==> src/rtl/trace_msg_pkg.sv <==
package trace_msg_pkg;

    localparam int MSG_DEPTH = 64;
    localparam int BYTE_W    = 8;
    localparam int IDX_W     = $clog2(MSG_DEPTH);
    localparam int SHORT_LEN = 16;
    localparam int RUN_LO    = 3;
    localparam int RUN_HI    = 5;
    localparam int RUN_W     = $clog2(RUN_HI + 1);

    typedef logic [BYTE_W-1:0]                 byte_t;
    typedef logic [IDX_W-1:0]                  idx_t;
    typedef logic [IDX_W:0]                    len_t;
    typedef logic [RUN_W-1:0]                  run_t;
    typedef logic [MSG_DEPTH-1:0][BYTE_W-1:0]  msg_t;

    // Control fields, most significant first so the packed value
    // lines up with register bits [4:0].
    typedef struct packed {
        logic       sel;
        logic       thr;
        logic       align;
        logic [1:0] len;
    } cfg_t;

    localparam byte_t ASCII_CR = 8'h0D;
    localparam byte_t ASCII_LF = 8'h0A;

    function automatic len_t len_bytes(input logic [1:0] code);
        case (code)
            2'b00:   return len_t'(1);
            2'b01:   return len_t'(SHORT_LEN);
            default: return len_t'(MSG_DEPTH);
        endcase
    endfunction

    function automatic idx_t last_index(input logic [1:0] code);
        return idx_t'(len_bytes(code) - len_t'(1));
    endfunction

    function automatic run_t run_target(input logic thr);
        return thr ? run_t'(RUN_HI) : run_t'(RUN_LO);
    endfunction

endpackage

==> src/rtl/trace_capture.sv <==
module trace_capture
    import trace_msg_pkg::*;
(
    input  logic  clk,
    input  logic  rst,
    input  logic  rx_valid,
    input  byte_t rx_byte,
    input  cfg_t  cfg,
    output msg_t  cap,
    output logic  accept
);

    idx_t idx;
    run_t run;
    logic same_q;
    logic prev_cr;

    idx_t last;
    idx_t pos;
    run_t target;
    run_t run_nx;
    logic lf_end;
    logic resync;
    logic restart;
    logic eq;
    logic same_nx;
    logic done;

    always_comb begin
        last    = last_index(cfg.len);
        target  = run_target(cfg.thr);
        lf_end  = cfg.align && prev_cr && (rx_byte == ASCII_LF);
        resync  = lf_end && (idx != last);
        restart = !cfg.align && rx_byte[BYTE_W-1] && (idx != '0);
        pos     = restart ? '0 : idx;
        // Compare against the previous message at the same position.
        eq      = (rx_byte == cap[pos]);
        same_nx = (pos == '0) ? eq : (same_q && eq);
        done    = !resync && (pos >= last);
        if (same_nx && (run != '0))
            run_nx = (run >= target) ? target : run + run_t'(1);
        else
            run_nx = run_t'(1);
    end

    always_ff @(posedge clk) begin
        if (rst) begin
            idx     <= '0;
            run     <= '0;
            same_q  <= 1'b0;
            prev_cr <= 1'b0;
            accept  <= 1'b0;
            cap     <= '0;
        end else begin
            accept <= 1'b0;
            if (rx_valid) begin
                if (resync) begin
                    idx     <= '0;
                    run     <= '0;
                    prev_cr <= 1'b0;
                end else begin
                    cap[pos] <= rx_byte;
                    prev_cr  <= (rx_byte == ASCII_CR);
                    same_q   <= same_nx;
                    if (done) begin
                        idx    <= '0;
                        run    <= run_nx;
                        accept <= (run_nx == target);
                    end else begin
                        idx <= pos + idx_t'(1);
                        if (restart)
                            run <= '0;
                    end
                end
            end
        end
    end

    // the run counter never passes the larger threshold
    p_run_bound_r5: assert property (@(posedge clk) disable iff (rst)
        run <= run_t'(RUN_HI));

    // a realignment leaves the next byte aimed at index 0
    p_resync_idx_r8: assert property (@(posedge clk) disable iff (rst)
        (rx_valid && resync) |=> (idx == '0) && (run == '0));

endmodule

==> src/rtl/trace_ctrl.sv <==
module trace_ctrl
    import trace_msg_pkg::*;
(
    input  logic  clk,
    input  logic  rst,
    input  logic  host_wr,
    input  logic  host_win,
    input  idx_t  host_addr,
    input  byte_t host_wdata,
    output cfg_t  cfg,
    output logic  ready,
    output logic  exp_wr,
    output byte_t ctrl_rdata
);

    logic set_ready;

    always_comb begin
        exp_wr     = host_wr && host_win && cfg.sel;
        set_ready  = exp_wr && (host_addr == last_index(cfg.len));
        ctrl_rdata = {2'b00, ready, cfg};
    end

    always_ff @(posedge clk) begin
        if (rst) begin
            cfg   <= '0;
            ready <= 1'b0;
        end else begin
            if (host_wr && !host_win) begin
                cfg <= cfg_t'(host_wdata[4:0]);
                if (host_wdata[5])
                    ready <= 1'b0;
            end
            if (set_ready)
                ready <= 1'b1;
        end
    end

    // writing 1 to the flag bit clears it
    p_w1c_r2: assert property (@(posedge clk) disable iff (rst)
        (host_wr && !host_win && host_wdata[5]) |=> !ready);

    // a register write without the clear bit never raises the flag
    p_no_host_set_r2: assert property (@(posedge clk) disable iff (rst)
        (host_wr && !host_win && !host_wdata[5] && !ready) |=> !ready);

endmodule

==> src/rtl/trace_store.sv <==
module trace_store
    import trace_msg_pkg::*;
(
    input  logic  clk,
    input  logic  rst,
    input  msg_t  cap,
    input  logic  accept,
    input  logic  exp_wr,
    input  idx_t  addr,
    input  byte_t wdata,
    input  cfg_t  cfg,
    input  logic  ready,
    output byte_t win_rdata,
    output logic  mismatch
);

    msg_t acc;
    msg_t expv;
    logic acc_valid;
    logic [MSG_DEPTH-1:0] hit;
    len_t n;

    assign n = len_bytes(cfg.len);

    for (genvar i = 0; i < MSG_DEPTH; i++) begin : g_cmp
        assign hit[i] = (len_t'(i) < n) && (acc[i] != expv[i]);
    end

    assign win_rdata = cfg.sel ? expv[addr] : acc[addr];

    always_ff @(posedge clk) begin
        if (rst) begin
            acc       <= '0;
            expv      <= '0;
            acc_valid <= 1'b0;
            mismatch  <= 1'b0;
        end else begin
            if (accept) begin
                acc       <= cap;
                acc_valid <= 1'b1;
            end
            if (exp_wr)
                expv[addr] <= wdata;
            if (acc_valid && ready)
                mismatch <= |hit;
        end
    end

    // an accept copies the captured message as it stood
    p_acc_copy_r5: assert property (@(posedge clk) disable iff (rst)
        accept |=> (acc == $past(cap)));

    // the accepted buffer changes only through acceptance
    p_acc_ro_r3: assert property (@(posedge clk) disable iff (rst)
        !accept |=> $stable(acc));

    // without an accepted message and a ready flag the flag holds
    p_mis_hold_r9: assert property (@(posedge clk) disable iff (rst)
        !(acc_valid && ready) |=> $stable(mismatch));

endmodule

==> src/rtl/trace_msg_buf.sv <==
module trace_msg_buf
    import trace_msg_pkg::*;
(
    input  logic       clk,
    input  logic       rst,
    input  logic       rx_valid,
    input  logic [7:0] rx_byte,
    input  logic       host_wr,
    input  logic       host_win,
    input  logic [5:0] host_addr,
    input  logic [7:0] host_wdata,
    output logic [7:0] host_rdata,
    output logic       mismatch
);

    cfg_t  cfg;
    logic  ready;
    logic  exp_wr;
    byte_t ctrl_rdata;
    byte_t win_rdata;
    msg_t  cap;
    logic  accept;

    trace_ctrl u_ctrl (
        .clk        (clk),
        .rst        (rst),
        .host_wr    (host_wr),
        .host_win   (host_win),
        .host_addr  (host_addr),
        .host_wdata (host_wdata),
        .cfg        (cfg),
        .ready      (ready),
        .exp_wr     (exp_wr),
        .ctrl_rdata (ctrl_rdata)
    );

    trace_capture u_cap (
        .clk      (clk),
        .rst      (rst),
        .rx_valid (rx_valid),
        .rx_byte  (rx_byte),
        .cfg      (cfg),
        .cap      (cap),
        .accept   (accept)
    );

    trace_store u_store (
        .clk       (clk),
        .rst       (rst),
        .cap       (cap),
        .accept    (accept),
        .exp_wr    (exp_wr),
        .addr      (host_addr),
        .wdata     (host_wdata),
        .cfg       (cfg),
        .ready     (ready),
        .win_rdata (win_rdata),
        .mismatch  (mismatch)
    );

    assign host_rdata = host_win ? win_rdata : ctrl_rdata;

    // writing the last expected byte of the length raises the flag
    p_flag_set_r4: assert property (@(posedge clk) disable iff (rst)
        (host_wr && host_win && cfg.sel && (host_addr == last_index(cfg.len)))
        |=> (host_rdata[5] || host_win));

endmodule

==> config.mk <==
export PLATFORM = sky130hd
export DESIGN_NAME = trace_msg_buf
export DESIGN_NICKNAME = d
export VERILOG_FILES = /design/src/rtl/trace_msg_pkg.sv /design/src/rtl/trace_capture.sv /design/src/rtl/trace_ctrl.sv /design/src/rtl/trace_store.sv /design/src/rtl/trace_msg_buf.sv
export SDC_FILE = /design/constraint.sdc
export NUM_CORES = 2
export LEC_CHECK = 0
export BUFFER_PORTS_ARGS = -buffer_cell sky130_fd_sc_hd__clkbuf_2
export CAP_MARGIN = 10
export CORE_MARGIN = 3
export CORE_UTILIZATION = 27
export CTS_CLUSTER_DIAMETER = 100
export DETAILED_ROUTE_END_ITERATION = 7
export PLACE_DENSITY_LB_ADDON = 0.08
export SETUP_SLACK_MARGIN = 0.15
export SLEW_MARGIN = 30
export SYNTH_ARGS = -nofsm -noshare
export SYNTH_HDL_FRONTEND = slang
export SYNTH_SLANG_ARGS = --single-unit
==> constraint.sdc <==
create_clock -name clk -period 4.7 [get_ports clk]
set_clock_uncertainty 0.2 [all_clocks]
set_input_delay 0.94 -clock clk [delete_from_list [all_inputs] [get_ports clk]]
set_output_delay 0.94 -clock clk [all_outputs]
set_load 0.1 [all_outputs]
==> summary.txt <==
Cells and area
  – Final net count: 9488
  – Post-layout util: 0.353
  – Non-Filler Instances: 13100
  – Share of layout cells above drive strength 1: 0.181
  – Sequential cell area: between 30000 and 40000 µm²
  – P&R area growth vs syn: 29.4%
  – Number of fill cells: 27600
  – Multi-input gate area: 39100 µm²

Placement
  – Buffers added on ports: 35
  – DP HPWL: between 400000 and 500000 µm
  – Placed cells: between 10000 and 15000
  – Pre-CTS WS: -1.17 ns
  – Gpl congestion: around 1.0

Run status
  – Failing checks: negative setup slack
  – Outcome: finished, violations left

Logic synthesis
  – Area leader, netlist: dfxtp_1
  – Cells after Synth: approximately 8800
  – Area contributors post-synth: dfxtp_1 43%, nand2_1 9.4%, mux2i_1 8.7%, a21oi_1 7.4%, nor2_1 3.6%
  – Post-synth net total: between 8000 and 9000
  – Synth Cell Area: 71800 µm²
  – Top-count cell post-synth: nand2_1
  – Mean post-synth cell area: 8.19 µm²
  – Post-synth top flop: dfxtp_1
  – Async set-or-reset flop fraction in the synthesized netlist: 0
  – Unique masters post-synth: 84
  – Post-synth top cells: 1801 x nand2_1, 1556 x dfxtp_1, 1059 x a21oi_1, 695 x nor2_1, 625 x mux2i_1
  – Seq/Total Area, Yosys: 0.434
  – Number of synthesized flops with an enable pin: 0
  – Register bit total from synthesis: approximately 1600
  – Synth Warn #: 0
  – Synth top area share: 0.434

Global routing
  – Pin count of the biggest net entering global routing: approximately 160
  – Vias in the first global route: between 60000 and 70000
  – First-pass GRT wire length: 720000 µm
  – Total congestion overflow: 0
  – Initial antenna violation count: just under 70
  – Total track usage: 0.397

Detailed routing
  – Vias post-DR: between 70000 and 80000
  – Vias/cell: just under 6
  – ANT nets after route: 0
  – Drt total wl: roughly 560000 µm
  – Residual DRC: 0
  – Starting DRT DRC Count: around 10000
  – DRT Pass-1 Iters: 6
  – WL/cell: about 43 µm

CTS
  – Inserted Clock Buffers: 198
  – CTS H-Tree Depth: 4
  – Clock transition at path regs: around 0.060 ns
  – Clock Tree Buf Depth: 4
  – TritonCTS clock tree: yes
  – Hold_buf cts: 0
  – Clock Latency Late Sink: between 0.8 and 0.9 ns
  – Clock root buffer master: clkbuf_16
  – CTS sink count: 1556

Timing
  – Setup violators final: 8
  – Slew Limit Fails: 0
  – Worst slew pin tran: roughly 1.2 ns
  – RSZ-0062 raised after global routing: yes
  – Crit path setup slack, layout: -0.405 ns
  – Min cycle time layout: a little over 5 ns
  – Tcrit/Tclk final: 1.09
  – Hold Slack: ~0.23 ns
  – Fin. Hold Viols: 0
  – Fmax: 196 MHz
  – Max transition margin: 0.174

Setup path
  – Critical Path Slowest Stage Cell: mux4_2
  – Critical path required time: ~3.6 ns
  – Crit path capture type: primary output
  – Top Family by Delay on Critical Path: buffers and inverters
  – Crit-path max FO: 8
  – CP dominant cell by count: buf_12
  – Crit path arrival time: 3.97 ns
  – Max incr delay on CP: ~0.54 ns
  – Crit path cell chain: clkbuf_16 > buf_8 > nand2_4 > nor2_4 > buf_12 > buf_16 > buf_12 > a22oi_2 > nand4_1 > buf_6 > mux4_2 > nand2_2 > o2111ai_2 > nand2_2 > o21ai_4 > buf_12
  – CP Buf/Inv Count: 7
  – Startpoint Class: input port
  – WS Path Type: input port to primary output

Pwr
  – VDD IR max: around 0.00033 V
  – LEAKAGE: 32.1 nW
  – Total power: around 32 mW
  – Power Density: between 300 and 400 nW/µm²

Floorplan
  – Core area: approximately 260000 µm²
  – Die area: about 270000 µm²
  – # rows: about 190
  – Chip Width: around 520 µm
  – Initial Util: 0.272
  – Vert. Die Dim: ~520 µm
  – Top Ports: 36

Job
  – Maximum capacitance violations: 0

Min path
  – Hold Crit Class: input port to register
==> worst min-delay path, cell delays in order <==
cell     delay [ns]
buf_4          0.17
nand2_1        0.07
a21oi_1        0.05
==> layout by cell type (no fill, tap or decap), types with 33 or more instances in the layout <==
cell type	instances
nand2_1	1791
dfxtp_1	1554
a21oi_1	1047
buf_4	942
nor2_1	688
mux2i_1	623
a22oi_1	315
nand3_1	255
xor2_1	255
o21ai_0	220
clkbuf_16	203
xnor2_1	198
buf_12	169
nand4_1	130
a22o_1	108
nor4_1	94
a221oi_1	73
inv_1	66
a31oi_1	58
o22ai_1	52
clkbuf_8	38
clkinv_2	37
and3_1	36
a221oi_2	36
clkbuf_1	36
diode_2	33
==> layout make-up <==
type | count | area share
repair buffers | 1162 | 0.121
multi-input cells | 6460 | 0.421
well taps | 3515 | 0.0474
diodes | 33 | 0.000889
inverters | 69 | 0.00282
clock inverters | 77 | 0.0111
flip-flops and latches | 1556 | 0.335
clock buffers | 272 | 0.0604
==> through the flow <==
stage	setup TNS (ns)	area, µm²
4_1_cts	-1.24	92300
2_1_floorplan	0	71900
3_5_place_dp	-7.00	84300
3_3_place_gp	-13.10	84200
5_1_grt	-1.88	92800
6_report	-2.11	92900
==> power by group <==
part / switching (mW) / internal (mW) / total (mW)
logic: 1.74 / 0.643 / 2.38
clock network: 6.58 / 9.40 / 16.0
registers: 0.0291 / 13.2 / 13.2
total: 8.34 / 23.2 / 31.6
==> routing by layer <==
metal	GRT usage	vias to the layer above	part of all wire
li1	-	32200	-
met5	0	-	0.00023
met4	0.216	20	0.066
met3	0.0758	986	0.078
met2	0.603	4087	0.43
met1	0.530	39200	0.42
==> path summary, 6_finish.rpt <==
check                                                      to  slack (ns)  cells past startpoint                         from
worst min-delay path            u_store.expv[96]$_SDFFE_PP0P_        0.23                      3                host_wdata[0]
worst max register to register      u_cap.run[0]$_SDFFE_PP0P_        0.11                     11    u_cap.idx[0]$_SDFFE_PP0P_
worst min register to register    u_cap.cap[470]$_SDFFE_PP0P_        0.27                      2  u_cap.cap[470]$_SDFFE_PP0P_
worst max-delay path                            host_rdata[4]       -0.41                     16                 host_addr[1]
==> sequential cells by signal (all words and copies together) (netlist names) <==
signal             flops
u_ctrl.cfg             5
u_cap.run              3
u_ctrl.ready           1
u_cap.accept           1
u_cap.same_q           1
u_store.acc_valid      1
u_store.expv         512
u_store.acc          512
u_cap.cap            512
u_store.mismatch       1
u_cap.prev_cr          1
u_cap.idx              6
==> cells by family (layout without fill, tap and decap cells) <==
kind of cell | Yosys count | in the layout | synth area share
compound gates | 2172 | 2172 | 0.186
xor+xnor | 469 | 469 | 0.0572
fa+ha+maj | 14 | 14 | 0.00244
buf+inv | 749 | 1580 | 0.0419
flops | 1556 | 1556 | 0.434
mux | 663 | 663 | 0.0947
other cells | 0 | 33 | 0
simple gates | 3141 | 3142 | 0.183
==> what timing repair did <==
action | 4_1_cts | 5_1_grt
buffers inserted | 29 | 11
pin swaps | 49 | 31
setup endpoints to repair | 9 | 9
resized for setup | 168 | 46
gates cloned | 6 | 2
Note: power is estimated with default switching activity, not from simulation.
